<file path="src/rtl/fbg_pkg.sv">
package fbg_pkg;

  // Smallest OSR setting accepted as an operating point.
  localparam int unsigned FBG_OSR_MIN = 4;

  // Raise a value to a floor.
  function automatic int unsigned fbg_clamp(input int unsigned v, input int unsigned lo);
    return (v < lo) ? lo : v;
  endfunction

  // Accumulator threshold: one full step plus the fractional extension.
  function automatic int unsigned fbg_limit(input int unsigned mult, input int unsigned step);
    return step + mult;
  endfunction

endpackage

</file>
<file path="src/rtl/fbg_cfg_regs.sv">
module fbg_cfg_regs
  import fbg_pkg::*;
#(
  parameter int MULT_W = 8,
  parameter int OSR_W  = 4,
  parameter int BRG_W  = 16
) (
  input  logic              clk,
  input  logic              rst_n,
  input  logic              load,
  input  logic [MULT_W-1:0] mult_in,
  input  logic [OSR_W-1:0]  osr_in,
  input  logic [BRG_W-1:0]  brg_in,
  output logic [MULT_W-1:0] mult_q,
  output logic [OSR_W-1:0]  osr_q,
  output logic [BRG_W-1:0]  brg_q
);

  localparam logic [OSR_W-1:0] OSR_RST = '1;

  logic [OSR_W-1:0] osr_fix;
  assign osr_fix = OSR_W'(fbg_clamp(int'(osr_in), FBG_OSR_MIN));

  always_ff @(posedge clk or negedge rst_n) begin
    if (!rst_n) begin
      mult_q <= '0;
      osr_q  <= OSR_RST;
      brg_q  <= '0;
    end else if (load) begin
      mult_q <= mult_in;
      osr_q  <= osr_fix;
      brg_q  <= brg_in;
    end
  end

endmodule

</file>
<file path="src/rtl/fbg_phase_acc.sv">
module fbg_phase_acc
  import fbg_pkg::*;
#(
  parameter int MULT_W = 8,
  localparam int ACC_W = MULT_W + 2
) (
  input  logic              clk,
  input  logic              rst_n,
  input  logic              clr,
  input  logic [MULT_W-1:0] mult,
  output logic              pre_en,
  output logic [ACC_W-1:0]  acc_q,
  output logic [ACC_W-1:0]  acc_lim
);

  localparam int unsigned STEP = 1 << MULT_W;

  logic [ACC_W-1:0] sum;

  assign acc_lim = ACC_W'(fbg_limit(int'(mult), STEP));
  assign sum     = acc_q + ACC_W'(STEP);
  assign pre_en  = !clr && (sum >= acc_lim);

  always_ff @(posedge clk or negedge rst_n) begin
    if (!rst_n) begin
      acc_q <= '0;
    end else if (clr) begin
      acc_q <= '0;
    end else if (pre_en) begin
      acc_q <= sum - acc_lim;
    end else begin
      acc_q <= sum;
    end
  end

endmodule

</file>
<file path="src/rtl/fbg_tick_div.sv">
module fbg_tick_div #(
  parameter int CNT_W = 16
) (
  input  logic             clk,
  input  logic             rst_n,
  input  logic             clr,
  input  logic             en,
  input  logic [CNT_W-1:0] last,
  output logic             wrap
);

  logic [CNT_W-1:0] cnt_q;

  assign wrap = en && (cnt_q == last);

  always_ff @(posedge clk or negedge rst_n) begin
    if (!rst_n) begin
      cnt_q <= '0;
    end else if (clr) begin
      cnt_q <= '0;
    end else if (en) begin
      cnt_q <= wrap ? '0 : cnt_q + 1'b1;
    end
  end

endmodule

</file>
<file path="src/rtl/frac_baud_gen.sv">
module frac_baud_gen #(
  parameter int MULT_W = 8,
  parameter int OSR_W  = 4,
  parameter int BRG_W  = 16
) (
  input  logic              clk,
  input  logic              rst_n,
  input  logic              cfg_load,
  input  logic [MULT_W-1:0] cfg_mult,
  input  logic [OSR_W-1:0]  cfg_osr,
  input  logic [BRG_W-1:0]  cfg_brg,
  output logic              os_tick,
  output logic              bit_tick
);

  localparam int ACC_W = MULT_W + 2;

  logic [MULT_W-1:0] mult_q;
  logic [OSR_W-1:0]  osr_q;
  logic [BRG_W-1:0]  brg_q;
  logic              pre_en;
  logic [ACC_W-1:0]  acc_q;
  logic [ACC_W-1:0]  acc_lim;
  logic              os_evt;
  logic              bit_evt;

  fbg_cfg_regs #(.MULT_W(MULT_W), .OSR_W(OSR_W), .BRG_W(BRG_W)) u_cfg (
    .clk(clk), .rst_n(rst_n), .load(cfg_load),
    .mult_in(cfg_mult), .osr_in(cfg_osr), .brg_in(cfg_brg),
    .mult_q(mult_q), .osr_q(osr_q), .brg_q(brg_q)
  );

  fbg_phase_acc #(.MULT_W(MULT_W)) u_acc (
    .clk(clk), .rst_n(rst_n), .clr(cfg_load), .mult(mult_q),
    .pre_en(pre_en), .acc_q(acc_q), .acc_lim(acc_lim)
  );

  fbg_tick_div #(.CNT_W(BRG_W)) u_brg_div (
    .clk(clk), .rst_n(rst_n), .clr(cfg_load), .en(pre_en),
    .last(brg_q), .wrap(os_evt)
  );

  fbg_tick_div #(.CNT_W(OSR_W)) u_osr_div (
    .clk(clk), .rst_n(rst_n), .clr(cfg_load), .en(os_evt),
    .last(osr_q), .wrap(bit_evt)
  );

  always_ff @(posedge clk or negedge rst_n) begin
    if (!rst_n) begin
      os_tick  <= 1'b0;
      bit_tick <= 1'b0;
    end else begin
      os_tick  <= os_evt;
      bit_tick <= bit_evt;
    end
  end

endmodule

</file>
<file path="config.mk">
export PLATFORM = sky130hd
export DESIGN_NAME = frac_baud_gen
export DESIGN_NICKNAME = d
export VERILOG_FILES = /design/src/rtl/fbg_pkg.sv /design/src/rtl/fbg_cfg_regs.sv /design/src/rtl/fbg_phase_acc.sv /design/src/rtl/fbg_tick_div.sv /design/src/rtl/frac_baud_gen.sv
export SDC_FILE = /design/constraint.sdc
export NUM_CORES = 1
export LEC_CHECK = 0
export BUFFER_PORTS_ARGS = -buffer_cell sky130_fd_sc_hd__buf_4
export CAP_MARGIN = 20
export CORE_MARGIN = 2
export CORE_UTILIZATION = 38
export CTS_BUF_LIST = sky130_fd_sc_hd__clkbuf_8
export CTS_CLUSTER_SIZE = 24
export DETAILED_ROUTE_END_ITERATION = 10
export GPL_ROUTABILITY_DRIVEN = 0
export PLACE_DENSITY = 0.53
export SLEW_MARGIN = 20
export SYNTH_ARGS = -nofsm -noshare
export SYNTH_HDL_FRONTEND = slang
export SYNTH_HIERARCHICAL = 1
export SYNTH_SLANG_ARGS = --single-unit
</file>
<file path="constraint.sdc">
create_clock -name clk -period 3.4 [get_ports clk]
set_clock_uncertainty 0.1 [all_clocks]
set_input_delay 0 -clock clk [delete_from_list [all_inputs] [get_ports clk]]
set_output_delay 0 -clock clk [all_outputs]
set_load 0.1 [all_outputs]
</file>
=== Word level (Yosys, flattened, before mapping) ===
Index checks and enable logic that the tools add are counted.
Widths: inputs -> output; s select.

* Reduce and logical (&&, ||, !) cells: 6
* $lt $le $gt $ge: 2
* Multiplexer cells: 9
* Add/subtract/negate cells: 5
* Equal/unequal tests: 2

{| class="wikitable"
|+ Operators with widths
! cell !! number
|-
| $mux 16 || 3
|-
| $mux 10 || 2
|-
| $add 16x1->16 const B || 1
|-
| $eq 16x16->1 || 1
|-
| $mux 4 || 4
|-
| $add 10x9->10 const B || 1
|-
| $add 9x8->10 const A || 1
|-
| $ge 10x10->1 || 1
|-
| $sub 10x10->10 || 1
|-
| $add 4x1->4 const B || 1
|-
| $eq 4x4->1 || 1
|-
| $lt 4x3->1 const B || 1
|-
| $reduce_bool 2->1 || 2
|-
| $logic_and 1x1->1 || 3
|-
| $logic_not 1->1 || 1
|}

* Output and inout bits: 2
* Register bits: 60

=== Longest topological paths before layout ===
Gate-level depths: netlist (run 1).

* Depth in word-level cells: 8
* Gate-level depth with buffers: 16
* Mapped depth without buffers: 13

=== Cells and area by module ===
Netlist (run 1), hierarchy kept.

{| class="wikitable"
|+ By module, submodules not included
! module !! instances !! area each (µm²) !! sequential area each (µm²) !! cells each
|-
| fbg_tick_div (u_brg_div) || 1 || 1087.3 || 400.4 || 122
|-
| fbg_cfg_regs || 1 || 1066.0 || 705.7 || 66
|-
| fbg_phase_acc || 1 || 1007.2 || 250.2 || 113
|-
| fbg_tick_div (u_osr_div) || 1 || 270.3 || 100.1 || 26
|-
| frac_baud_gen || 1 || 50.0 || 50.0 || 2
|}

=== Worst setup path before layout (run 1) ===
No wires, ideal clock.

* Path kind: register to register
* Start: register u_acc.acc_q[0]
* End: register u_osr_div.cnt_q[2]
* Period minus slack after synthesis: 3111 ps
* Setup time: 101 ps
* Slack: 289 ps
* Required time: 3199 ps
* Cell stages (with the launch flop): 17
* Arrival: 2911 ps
* Path through: dfrtp_1 -> inv_1 -> ha_1 -> inv_1 -> fa_1 -> a21o_1 -> o21ai_2 -> a32oi_4 -> buf_8 -> nor2b_1 -> clkbuf_1 -> clkinv_1 -> nor2_1 -> clkbuf_2 -> nand2_1 -> mux2_2 -> o32ai_1

* Longest elaborated chain between the ends: 8

{| class="wikitable"
|+ RTL lines
! element !! RTL line !! RTL
|-
| start: declaration || fbg_phase_acc.sv:12 || <nowiki>output logic [ACC_W-1:0] acc_q,</nowiki>
|-
| start signal: assignment || fbg_phase_acc.sv:30 || <nowiki>acc_q <= sum - acc_lim;</nowiki>
|-
| start signal: assignment || fbg_phase_acc.sv:32 || <nowiki>acc_q <= sum;</nowiki>
|-
| $add 10x9->10 (*) || fbg_phase_acc.sv:21 || <nowiki>assign sum = acc_q + ACC_W'(STEP);</nowiki>
|-
| $ge 10x10->1 (*) || fbg_phase_acc.sv:22 || <nowiki>assign pre_en = !clr && (sum >= acc_lim);</nowiki>
|-
| $logic_and 1x1->1 (*) || fbg_phase_acc.sv:22 ||
|-
| via pre_en || frac_baud_gen.sv:21 || <nowiki>logic pre_en;</nowiki>
|-
| $logic_and 1x1->1 (*) || fbg_tick_div.sv:14 || <nowiki>assign wrap = en && (cnt_q == last);</nowiki>
|-
| via os_evt || frac_baud_gen.sv:24 || <nowiki>logic os_evt;</nowiki>
|-
| $logic_and 1x1->1 || fbg_tick_div.sv:14 ||
|-
| $mux 4 || fbg_tick_div.sv:22 || <nowiki>cnt_q <= wrap ? '0 : cnt_q + 1'b1;</nowiki>
|-
| $mux 4 || fbg_tick_div.sv:21 || <nowiki>end else if (en) begin</nowiki>
|-
| $mux 4 || fbg_tick_div.sv:19 || <nowiki>end else if (clr) begin</nowiki>
|-
| end signal: assignment || fbg_tick_div.sv:22 ||
|-
| end: declaration || fbg_tick_div.sv:12 || <nowiki>logic [CNT_W-1:0] cnt_q;</nowiki>
|}

The timed path passes the listed nets; every way through them passes the cells marked *. The select of a mux whose other input is x is not followed.
A chain may end at the register's enable or synchronous reset.

=== Final worst setup path (run 1) ===
Ends and elaborated chain as after synthesis.

==> results of run 1 <==
-- where the power goes --
group | internal [W] | total [W] | leakage [nW] | switching (W)
Sequential | 0.000798 | 0.000859 | 0.764 | 0.0000609
Clock | 0.000373 | 0.000655 | 0.109 | 0.000281
Combinational | 0.000381 | 0.000784 | 1.02 | 0.000403
-- per-stage QoR --
step,setup WS [ns],total power [W]
2_1_floorplan,0.289,0.00146
3_3_place_gp,0.619,0.00162
3_5_place_dp,0.504,0.00163
4_1_cts,0.468,0.00234
5_1_grt,0.265,0.00246
6_report,0.497,0.00230
-- worst min path at each step --
| stage | depth (start not counted) | startpoint | to |
|---|---|---|---|
| 3_3_place_gp | 1 | rst_n | u_acc/acc_q[1] |
| 6_report | 2 | rst_n | u_acc/acc_q[1] |
| 5_1_grt | 2 | rst_n | u_cfg/mult_q[7] |
| 4_1_cts | 2 | rst_n | u_acc/acc_q[1] |
| 3_5_place_dp | 1 | rst_n | u_acc/acc_q[1] |
| 2_1_floorplan | 0 | rst_n | bit_tick |
-- routing by layer --
metal | wire length [microns] | track usage, % | part of all wire (%)
met5 | 0 | 0 | 0
met4 | 130 | 6.74 | 1.8
met3 | 222 | 3.90 | 3.1
met2 | 3680 | 27.3 | 51
met1 | 3160 | 19.6 | 44
-- flip-flops by register name, summed over array words and instances, names as in the netlist --
signal and flops:
u_cfg/mult_q 8, bit_tick 1, u_acc/acc_q 10, u_osr_div/cnt_q 4, os_tick 1, u_cfg/osr_q 4
u_brg_div/cnt_q 16, u_cfg/brg_q 16
-- placed cells by master (no fill, tap or decap), types with 3 or more instances in the layout --
| cell | n |
|---|---|
| sky130_fd_sc_hd__mux2i_1 | 3 |
| sky130_fd_sc_hd__xnor2_1 | 7 |
| sky130_fd_sc_hd__ha_1 | 11 |
| sky130_fd_sc_hd__nand3b_1 | 3 |
| sky130_fd_sc_hd__inv_1 | 22 |
| sky130_fd_sc_hd__xor2_1 | 26 |
| sky130_fd_sc_hd__and2_1 | 4 |
| sky130_fd_sc_hd__o21ai_0 | 6 |
| sky130_fd_sc_hd__dfstp_2 | 4 |
| sky130_fd_sc_hd__dlygate4sd3_1 | 34 |
| sky130_fd_sc_hd__nor4_2 | 3 |
| sky130_fd_sc_hd__mux2_2 | 26 |
| sky130_fd_sc_hd__nand3_1 | 7 |
| sky130_fd_sc_hd__nor4_1 | 4 |
| sky130_fd_sc_hd__nor2_1 | 23 |
| sky130_fd_sc_hd__a31oi_1 | 5 |
| sky130_fd_sc_hd__nand2_1 | 17 |
| sky130_fd_sc_hd__clkinv_2 | 4 |
| sky130_fd_sc_hd__a21oi_1 | 8 |
| sky130_fd_sc_hd__nor2b_1 | 3 |
| sky130_fd_sc_hd__nor3b_1 | 3 |
| sky130_fd_sc_hd__clkbuf_8 | 11 |
| sky130_fd_sc_hd__nand4_1 | 10 |
| sky130_fd_sc_hd__nor3_1 | 5 |
| sky130_fd_sc_hd__dfrtp_1 | 56 |
| sky130_fd_sc_hd__o22ai_1 | 3 |
| sky130_fd_sc_hd__buf_4 | 38 |
| sky130_fd_sc_hd__and3_1 | 4 |
| sky130_fd_sc_hd__a211oi_1 | 3 |
-- critical path: cells and delay by family (launching register included) --
| kind | cells | cell delay (ns) |
|---|---|---|
| DFF | 1 | 0.36 |
| and+or+nand+nor | 3 | 0.74 |
| AOI/OAI and AO/OA | 4 | 0.70 |
| adders and majority gates | 2 | 0.42 |
| muxes | 1 | 0.27 |
| buffers and inverters | 3 | 0.22 |
-- repair_timing --
action | CTS | global route
hold buffers | 34 | 0
endpoints found under the hold margin | 86 | 0
endpoints found under the setup margin | 0 | 0
-- final cells by class --
type / count / area share, %
flip-flops and latches: 60 / 35.4
repair buffers: 72 / 14.7
clock inverters: 5 / 1.18
inverters: 23 / 2.03
clock buffers: 11 / 3.56
multi-input cells: 222 / 40.0
well taps: 108 / 3.17
==> results.md, run 1 <==
- The die covers 9720 sq um.
- The detailed-routing iteration count for the pre-antenna-repair pass is 4.
- The row count is 34.
- The clock reaches the later pin of the worst-skew pair after 0.33 ns.
- The pin count of the biggest net entering global routing is 61.
- Across the VDD grid, the largest voltage drop is 262 uV.
- In the final design database the tool counted 431 nets.
- Counting every instance in the synthesized netlist gives 317.
- The launching instance or port of the critical path is u_acc/acc_q[0].
- STA classifies the critical path startpoint as a register.
- Setup violations remaining at the end of the flow were counted as 0.
- The critical path is of the reg -> reg type.
- The maximum fanout along the worst path is 9.
- After detailed routing, the number of remaining DRC violations is 0.
- The number of placed instances with taps included is 451.
- The final count of hold timing violations is 0.
- The placed standard-cell area is 3710 sq um.
- The post-layout instance count excluding filler cells is 501.
- The TritonCTS sink count is 60.
- The post-CTS setup buffer count is 0.
- The number of diodes added for antenna fixing is 0.
- The signed area change from the synthesized netlist to the final layout is 25.3%.
- The startpoint identified for the worst register-to-register timing path is u_acc/acc_q[0].
- Counting stages on the worst path, the most repeated cell is sky130_fd_sc_hd__inv_1.
- The utilization after layout is 49.0%.
- Final hold analysis gives a worst-case slack of 0.185 ns.
- The time the final worst path needs with I/O delays and setup is 2.90 ns.
- On the critical path, the stage with the largest delay is an instance of sky130_fd_sc_hd__nor2_1.
- The starting DRC count in detailed routing is 79.
- The standby leakage power is 1.89 nW.
- The effective utilization at floorplan is 39.2%.
- Dividing the final minimum period by the clock period gives 85.4%.
- The run finished with clean final reports.
- The total grt overflow is 0.
- Of the cells placed in the final design, the portion with a size suffix greater than 1 is 26.5%.
- The number of max-capacitance violations reported is 0.
- The deepest clock path buffer count is 2.
- The area inside the core boundary is 8680 sq um.
- The synthesized area divided by synthesized cell count is 10.7 sq um.
- TritonCTS built the clock tree.
- Global routing used 16.1% of the available tracks.
- The port buffer count is 32.
- The total number of vias is 2554.
- The endpoint identified for the worst register-to-register timing path is u_osr_div/cnt_q[2].
- The first-pass GRT wire length is 12500 microns.
- The number of H-tree levels is 3.
- The power density relative to cell area is 540 nW/um^2.
- The filler cells instantiated in the layout total 841.
- The data arrival at the endpoint of the critical path is 3.04 ns.
- Across all register-to-register paths, the minimum setup slack is 0.50 ns.
- The number of antenna violations at the first check in global routing is 0.
- The net count after synthesis is 360.
- In the final layout, the multi-input gates occupy 1700 sq um.
- The normalized max-slew margin is 47.9%.
- The TritonCTS buffer count is 9.
- The critical path goes through inv_1, ha_1, inv_1, fa_1, a21o_1, o21ai_2, a32oi_4, nor2b_1, clkinv_1, nor2_1, nand2_1, mux2_2, o32ai_1.
- The register clock-pin slew on the reported worst setup and hold paths is 0.07 ns.
- The estimated wirelength of the detail-placed design is 4650 microns.
- The sum of negative setup slack is 0 ns.
- The count of nets left with antenna violations once routing finished came out at 0.
- The wire length per cell is 14.3 microns.
- STA classifies the critical path endpoint as a register.
- The via count of the first global-routing pass is 2663.
- The achievable frequency is 0.344 GHz.
- The overall die height is 98.6 microns.
- Once the clock tree was built, the resizer swapped 0 gates to a different size.
- The total of warnings raised by yosys is 6.
- The area occupied by registers is 1510 sq um.
- The area of all placed cells without fillers is 4260 sq um.
- In this run the horizontal extent of the chip is 98.6 microns.
- The type of the tightest min-delay check is in -> async.
- Summed over all layers, the routed wires come to 7190 microns.
- The critical path endpoint is u_osr_div/cnt_q[2].
- The data required time at the worst endpoint is 3.53 ns.
- Pin placement for this block handled 33 I/O pins.
- Setup repair after global routing left no endpoint under its margin.
- Using the TritonRoute via totals, the vias-per-cell ratio works out to 5.10.
- The number of pins with negative max-slew slack in the final report is 0.
- At the pin with the least slew margin, the transition time is 0.782 ns.
- The largest incremental delay on the critical path is 0.44 ns.
- Measured in cells, the most critical reg-to-reg path has a length of 13.
- The cell area that synthesis handed to floorplanning was 3400 sq um.
- The clock tree root buffer cell is sky130_fd_sc_hd__clkbuf_8.
Note: power is estimated with default switching activity, not from simulation.
==> inputs of run 2 (changes only) <==
--- a/config.mk
+++ b/config.mk
@@ -13,7 +13,6 @@
 export CTS_CLUSTER_SIZE = 24
 export DETAILED_ROUTE_END_ITERATION = 10
 export GPL_ROUTABILITY_DRIVEN = 0
-export PLACE_DENSITY = 0.53
 export SLEW_MARGIN = 20
 export SYNTH_ARGS = -nofsm -noshare
 export SYNTH_HDL_FRONTEND = slang
==> results.md, run 2 (same netlist as run 1, synthesis figures left out) <==
- The standby leakage power came to 1.91 nW (+1.2%).
- The type of the tightest min-delay check is in -> async.
- The cell that appears most often on the critical path is sky130_fd_sc_hd__nor2_1.
- The number of max-capacitance violations reported is 0 (unchanged).
- The portion of total power attributed to the clock network is 32.8% (+4.3 points).
- The TritonCTS clock tree is built.
- The TritonCTS sink count is 60 (unchanged).
- The normalized max-slew margin is 49.3% (+1.4 points).
- The final count of hold timing violations was 0 (unchanged).
- The measured slew at the worst slew-check pin is 0.761 ns (-0.0209 ns).
- The total number of vias is 2554 (unchanged).
- The top-level I/O count is 33 (unchanged).
- The deepest clock path buffer count is 2 (unchanged).
- The detailed-route vias per instance is 5.11 (+0.20%).
- Compared with the post-synthesis result, the final layout area differs by 26.3%.
- The total number of nets in the final design came to 430 (-0.23%).
- The number of placed instances with taps included came to 452 (+0.22%).
- The final routed wirelength across all metal layers is 7150 microns (-0.49%).
- The starting DRC count in detailed routing is 83 (+5.1%).
- The time the final worst path needs with I/O delays and setup is 2.80 ns (-0.105 ns).
- The largest incremental delay on the critical path is 0.40 ns (-0.04 ns).
- The overall die height is 98.6 microns (unchanged).
- The remaining number of nets flagged by the antenna check after routing came to 0 (unchanged).
- The internal power component is 0.00170 W (+9.5%).
- The cell type group with the largest total delay on the critical path is simple AND/OR/NAND/NOR gates.
- The largest registers in the layout are u_brg_div/cnt_q: 16 flops, u_cfg/brg_q: 16 flops, u_acc/acc_q: 10 flops.
- The data arrival at the endpoint of the critical path came to 2.91 ns (-0.13 ns).
- The achievable frequency is 0.357 GHz (+3.8%).
- The number of diodes added for antenna fixing was 0 (unchanged).
- The proportion of power drawn by flip-flops and latches is 35.1% (-2.3 points).
- The number of pins with negative max-slew slack in the final report is 0 (unchanged).
- The via count of the first global-routing pass is 2588 (-2.8%).
- The wire length per cell came to 14.3 microns (-0.29%).
- The fraction of power spent switching nets is 30.6% (-1.8 points).
- The pin count of the biggest net entering global routing is 61 (unchanged).
- The port buffer count is 32 (unchanged).
- The estimated wirelength of the detail-placed design is 4730 microns (+1.5%).
- Traced cell by cell, the critical path runs through inv_1, ha_1, inv_1, fa_1, a21o_1, o21ai_2, a32oi_4, nor2b_1, buf_4, nor2_1, nor2_1, nand4_1, xor2_1, nor2_1.
- The worst setup slack before clock tree synthesis is 0.634 ns (+0.129 ns).
- The effective utilization at floorplan is 39.2% (unchanged).
- The total track usage came to 16.1% (-0.033 points).
- Setup repair after global routing left no endpoint under its margin.
- The peak supply drop came to 314 uV (+20%).
- The detailed-routing iteration count for the pre-antenna-repair pass is 4 (unchanged).
- The total chip power is 0.00245 W (+6.6%).
- The nature of the critical path startpoint is a register.
- The maximum fanout along the worst path came to 7 (-2).
- The tree is rooted in a sky130_fd_sc_hd__clkbuf_8.
- The number of gates resized after CTS was 0 (unchanged).
- The area inside the core boundary is 8680 sq um (unchanged).
- The chip width is 98.6 microns (unchanged).
- The worst-skew pair later-pin latency is 0.34 ns (about the same).
- The TritonCTS buffer count is 9 (unchanged).
- The number of setup violations in the final report is 0 (unchanged).
- The most common cell after layout, fill and taps aside is sky130_fd_sc_hd__dfrtp_1.
- The number of H-tree levels is 3 (unchanged).
- The combinational fraction of design power is 32.0% (-2.1 points).
- The sum of negative setup slack came to 0 ns (unchanged).
- The DRC violation count after routing is 0 (unchanged).
- The register clock-pin slew on the reported worst setup and hold paths is 0.07 ns (about the same).
- The full die area is 9720 sq um (unchanged).
- The share of layout cells above drive strength 1 is 26.5% (+0.068 points).
- The data required time at the worst endpoint is 3.51 ns (-0.02 ns).
- STA classifies the critical path endpoint as a register.
- The highest-delay cell along the critical path is sky130_fd_sc_hd__fa_1.
- The final clock period utilization by the worst path is 82.3% (-3.1 points).
- The switching power of the nets was 0.000750 W (+0.60%).
- The post-CTS setup buffer count was 0 (unchanged).
- The sum of buffers and inverters on the critical path came to 3 (unchanged).
- The post-layout instance count excluding filler cells is 500 (-0.20%).
- In the layout the commonest cells are sky130_fd_sc_hd__dfrtp_1 (56), sky130_fd_sc_hd__buf_4 (39), sky130_fd_sc_hd__dlygate4sd3_1 (32).
- The worst-case hold slack is 0.181 ns (-0.00404 ns).
- The first-pass GRT wire length is 12600 microns (+0.66%).
- The run finished with clean final reports.
- The type of the worst setup path is reg -> reg.
- The power density relative to cell area is 571 nW/um^2 (+5.7%).
- The row count is 34 (unchanged).
- The worst path setup slack after routing is 0.602 ns (+0.105 ns).
- The number of antenna violations at the first check in global routing was 0 (unchanged).
- The total grt overflow is 0 (unchanged).
-- run 2: cell types whose count changed in the layout (fill, tap and decap cells not counted) --
cell and change:
sky130_fd_sc_hd__bufinv_16 +2, sky130_fd_sc_hd__dlygate4sd3_1 -2, sky130_fd_sc_hd__buf_4 +1, sky130_fd_sc_hd__inv_1 +1, sky130_fd_sc_hd__clkinv_2 -3
-- run 2: layer usage --
layer | global-route usage, % | routed length [microns] | vias to the layer above
met2 | 24.9 | 3300 | 43
met5 | 0 | 0 | -
met4 | 4.32 | 82 | 0
li1 | - | - | 1260
met1 | 22.4 | 3530 | 1244
met3 | 4.26 | 237 | 7
-- run 2: what timing repair did --
| action | in CTS | in global routing |
|---|---|---|
| hold buffers | 32 | 0 |
| hold endpoints to repair | 88 | 0 |
| setup endpoints to repair | 0 | 0 |
-- run 2: power by group through the flow --
| stage | clock network [W] | registers, W | logic, W |
|---|---|---|---|
| 5_1_grt | 0.000862 | 0.000876 | 0.000872 |
| 3_5_place_dp | 0 | 0.000875 | 0.000748 |
| 3_3_place_gp | 0 | 0.000873 | 0.000740 |
| 6_report | 0.000805 | 0.000861 | 0.000785 |
| 4_1_cts | 0.000827 | 0.000863 | 0.000781 |
| 2_1_floorplan | 0 | 0.000857 | 0.000599 |
-- run 2: worst reg2reg max path, delay by kind of cell (launching register included) --
kind	cells	cell delay, ns
buffers and inverters	3	0.29
AO/OA/AOI/OAI	3	0.54
flip-flops	1	0.39
AND/OR/NAND/NOR	5	0.63
adder cells (fa/ha/maj)	2	0.56
XOR/XNOR	1	0.16
-- run 2: cell type report --
type	count	area, sq um
fill	800	4390
multi-input combinational	222	1700
sequential	60	1510
timing repair buffer	71	613
clock buffer	11	151
tap	108	135
clock inverter	5	98.8
inverter	23	86.3
-- run 2: stage by stage --
step | instance area, sq um | utilization, %
2_1_floorplan | 3400 | -
3_3_place_gp | 3720 | 42.9
3_5_place_dp | 3720 | 42.9
4_1_cts | 4290 | 49.5
5_1_grt | 4290 | 49.5
6_report | 4290 | 49.5
-- run 2: worst paths after layout --
path,endpoint,from,slack (ns),cells after the start
worst min-delay path,u_acc/acc_q[8],rst_n,0.18,2
worst max-delay path,u_brg_div/cnt_q[8],u_acc/acc_q[0],0.60,14
max in group asynchronous,u_brg_div/cnt_q[15],rst_n,2.51,2
worst min register to register,u_cfg/mult_q[3],u_cfg/mult_q[3],0.41,1
worst max register to register,u_brg_div/cnt_q[8],u_acc/acc_q[0],0.60,14
min in group clk,u_cfg/brg_q[5],cfg_brg[5],0.34,3
==> inputs of run 3 (changes only) <==
--- a/config.mk
+++ b/config.mk
@@ -5,6 +5,7 @@
 export SDC_FILE = /design/constraint.sdc
 export NUM_CORES = 1
 export LEC_CHECK = 0
+export ABC_AREA = 1
 export BUFFER_PORTS_ARGS = -buffer_cell sky130_fd_sc_hd__buf_4
 export CAP_MARGIN = 20
 export CORE_MARGIN = 2
==> constraint.sdc (replaced) <==
create_clock -name clk -period 2.85 [get_ports clk]
set_clock_uncertainty 0.1 [all_clocks]
set_input_delay 0 -clock clk [delete_from_list [all_inputs] [get_ports clk]]
set_output_delay 0 -clock clk [all_outputs]
set_load 0.1 [all_outputs]
==> results.md, run 3 <==
- The largest incremental delay on the critical path was 0.37 ns (-0.03 ns).
- The met3 usage is 5.17% (+0.92 points).
- The final clock period utilization by the worst path is 91.3% (+9.0 points).
- Leaving out fill and tap cells, the most frequent cell in the layout is sky130_fd_sc_hd__nand2_1.
- The total grt overflow was 0 (unchanged).
- The deepest clock path buffer count was 2 (unchanged).
- The total track usage is 19.2% (+3.2 points).
- The measured slew at the worst slew-check pin is 0.766 ns (+0.00509 ns).
- The TritonCTS sink count is 60 (unchanged).
- The type of destination of the critical path is a register.
- The TritonCTS buffer count is 9 (unchanged).
- The total chip power came to 0.00270 W (+10%).
- The remaining number of nets flagged by the antenna check after routing is 0 (unchanged).
- The total of warnings raised by yosys is 6 (unchanged).
- TritonCTS built the clock tree.
- The global routing usage on met1 is 24.2% (+1.8 points).
- The starting DRC count in detailed routing came to 134 (+61%).
- The sum of negative setup slack came to 0 ns (unchanged).
- The data arrival at the endpoint of the critical path is 2.74 ns (-0.17 ns).
- The achievable frequency is 0.384 GHz (+7.5%).
- The cell area after synthesis is 3750 sq um (+10%).
- The total number of vias is 3543 (+39%).
- The signed area change from the synthesized netlist to the final layout is 28.9%.
- The clock tree root buffer cell is sky130_fd_sc_hd__clkbuf_8.
- The number of setup violations in the final report is 0 (unchanged).
- The global routing usage on met2 is 32.5% (+7.5 points).
- The number of cells produced by synthesis was 543 (+71%).
- The top-level I/O count is 33 (unchanged).
- The normalized max-slew margin is 48.9% (-0.34 points).
- The number of diodes added for antenna fixing is 0 (unchanged).
- The worst-case hold slack was 0.0147 ns (-0.166 ns).
- The number of pins with negative max-slew slack in the final report came to 0 (unchanged).
- The time the final worst path needs with I/O delays and setup came to 2.60 ns (-0.196 ns).
- The number of antenna violations at the first check in global routing is 0 (unchanged).
- The final count of hold timing violations is 0 (unchanged).
- The via count of the first global-routing pass is 3507 (+36%).
- The overall die height is 103 microns (+4.9%).
- The port buffer count is 32 (unchanged).
- The estimated wirelength of the detail-placed design is 6380 microns (+35%).
- The full die area is 10700 sq um (+10%).
- The number of H-tree levels was 3 (unchanged).
- The share of layout cells above drive strength 1 is 13.0% (-14 points).
- The flow ran to the end, and the final reports show no timing, DRC or antenna violations.
- The pin count of the biggest net entering global routing is 61 (unchanged).
- STA classifies the critical path startpoint as a register.
- Leaving out fill and tap cells, the most frequent cells in the layout are sky130_fd_sc_hd__nand2_1 (238), sky130_fd_sc_hd__inv_1 (74), sky130_fd_sc_hd__dfrtp_1 (56).
- The DRC violation count after routing is 0 (unchanged).
- The placed standard-cell area is 4120 sq um (+11%).
- The area of all placed cells without fillers is 4840 sq um (+13%).
- met2 is the most crowded layer.
- The highest-delay cell along the critical path is sky130_fd_sc_hd__dfrtp_1.
- The synthesized area divided by synthesized cell count came to 6.91 sq um (-36%).
- The net count after synthesis was 586 (+63%).
- The data required time at the worst endpoint is 2.98 ns (-0.53 ns).
- The power density relative to cell area is 557 nW/um^2 (-2.3%).
- The detailed-route vias per instance came to 4.59 (-10%).
- The final routed wirelength across all metal layers was 9260 microns (+29%).
- Counting stages on the worst path, the most repeated cell is sky130_fd_sc_hd__nand2_1.
- The area inside the core boundary is 9680 sq um (+12%).
- The register clock-pin slew on the reported worst setup and hold paths is 0.07 ns (about the same).
- The critical path is of the reg -> reg type.
- The row count is 36 (+5.9%).
- Setup repair after global routing left no endpoint under its margin.
- The critical path goes through inv_1, ha_1, inv_2, fa_2, nand2_2, nand2_2, nand3_2, nand2_1, nand2_1, nand2_2, nand2_4, inv_2, nand4_1, nor2_1, nand2_1, nor3_2, or2_1, nand2_1, xor2_1, nor2_1.
- The worst-skew pair later-pin latency is 0.35 ns (about the same).
- The total number of nets in the final design is 677 (+57%).
- The effective utilization at floorplan was 38.8% (-0.40 points).
- The number of max-capacitance violations reported came to 0 (unchanged).
- The peak supply drop is 232 uV (-26%).
- The wire length per cell came to 12.0 microns (-16%).
- The first-pass GRT wire length is 15900 microns (+26%).
- In the final layout, the registers with the most flip-flops are u_brg_div/cnt_q: 16 flops, u_cfg/brg_q: 16 flops, u_acc/acc_q: 10 flops.
- The chip width is 103 microns (+4.9%).
- The standby leakage power came to 2.55 nW (+34%).
- The maximum fanout along the worst path is 3 (-4).
- The detailed-routing iteration count for the pre-antenna-repair pass was 4 (unchanged).
- The path class of the tightest hold or removal check is in -> reg.
## run 3: critical path, delay by kind of cell (launching register included)
family,cells,cell delay (ns)
and+or+nand+nor,14,1.19
adders and majority gates,2,0.49
DFF,1,0.37
buffers and inverters,3,0.18
xor gates and xnor gates,1,0.16
## run 3: timing repair
| action | CTS | global route |
|---|---|---|
| gates resized for setup | 0 | 4 |
| buffers inserted | 0 | 0 |
| setup endpoints to repair | 0 | 5 |
| hold endpoints to repair | 84 | 0 |
| hold buffers | 52 | 0 |
## run 3: final cells by class
type	instances	area, sq um
clock inverters	4	23.8
inverters	78	293
flip-flops and latches	60	1510
repair buffers	88	791
multi-input cells	397	1890
fillers	956	4850
clock buffers	12	165
well taps	133	166
## run 3: layer usage
| metal | routed length (microns) | part of all wire [%] |
|---|---|---|
| met1 | 4370 | 47 |
| met2 | 4480 | 48 |
| met3 | 278 | 3.0 |
| met4 | 123 | 1.3 |
| met5 | 0 | 0 |
## run 3: final timing paths
path                           startpoint            endpoint  slack (ns)  cells after the start
max                        u_acc/acc_q[0]  u_osr_div/cnt_q[2]        0.25                     20
min                              cfg_load     u_cfg/mult_q[7]        0.01                      3
max reg2reg                u_acc/acc_q[0]  u_osr_div/cnt_q[2]        0.25                     20
min reg2reg                u_acc/acc_q[0]      u_acc/acc_q[0]        0.37                      2
max in group asynchronous           rst_n      u_cfg/brg_q[1]        1.97                      2
min in group asynchronous           rst_n      u_acc/acc_q[3]        0.18                      2
## run 3: metrics by stage
stage                     util (%)  instances  setup WS (ns)
after floorplan                  -        543          0.137
after global placement        42.6        704          0.297
after detailed placement      42.6        704          0.176
after CTS                     49.9        772          0.136
after global routing          50.0        772         0.0140
final                         50.0        772          0.247
## run 3: report_power, final
group	leakage, nW	internal, W	total (W)	switching, W
logic	1.68	0.000383	0.000955	0.000572
registers	0.773	0.000949	0.00102	0.0000675
clock network	0.0958	0.000382	0.000725	0.000344
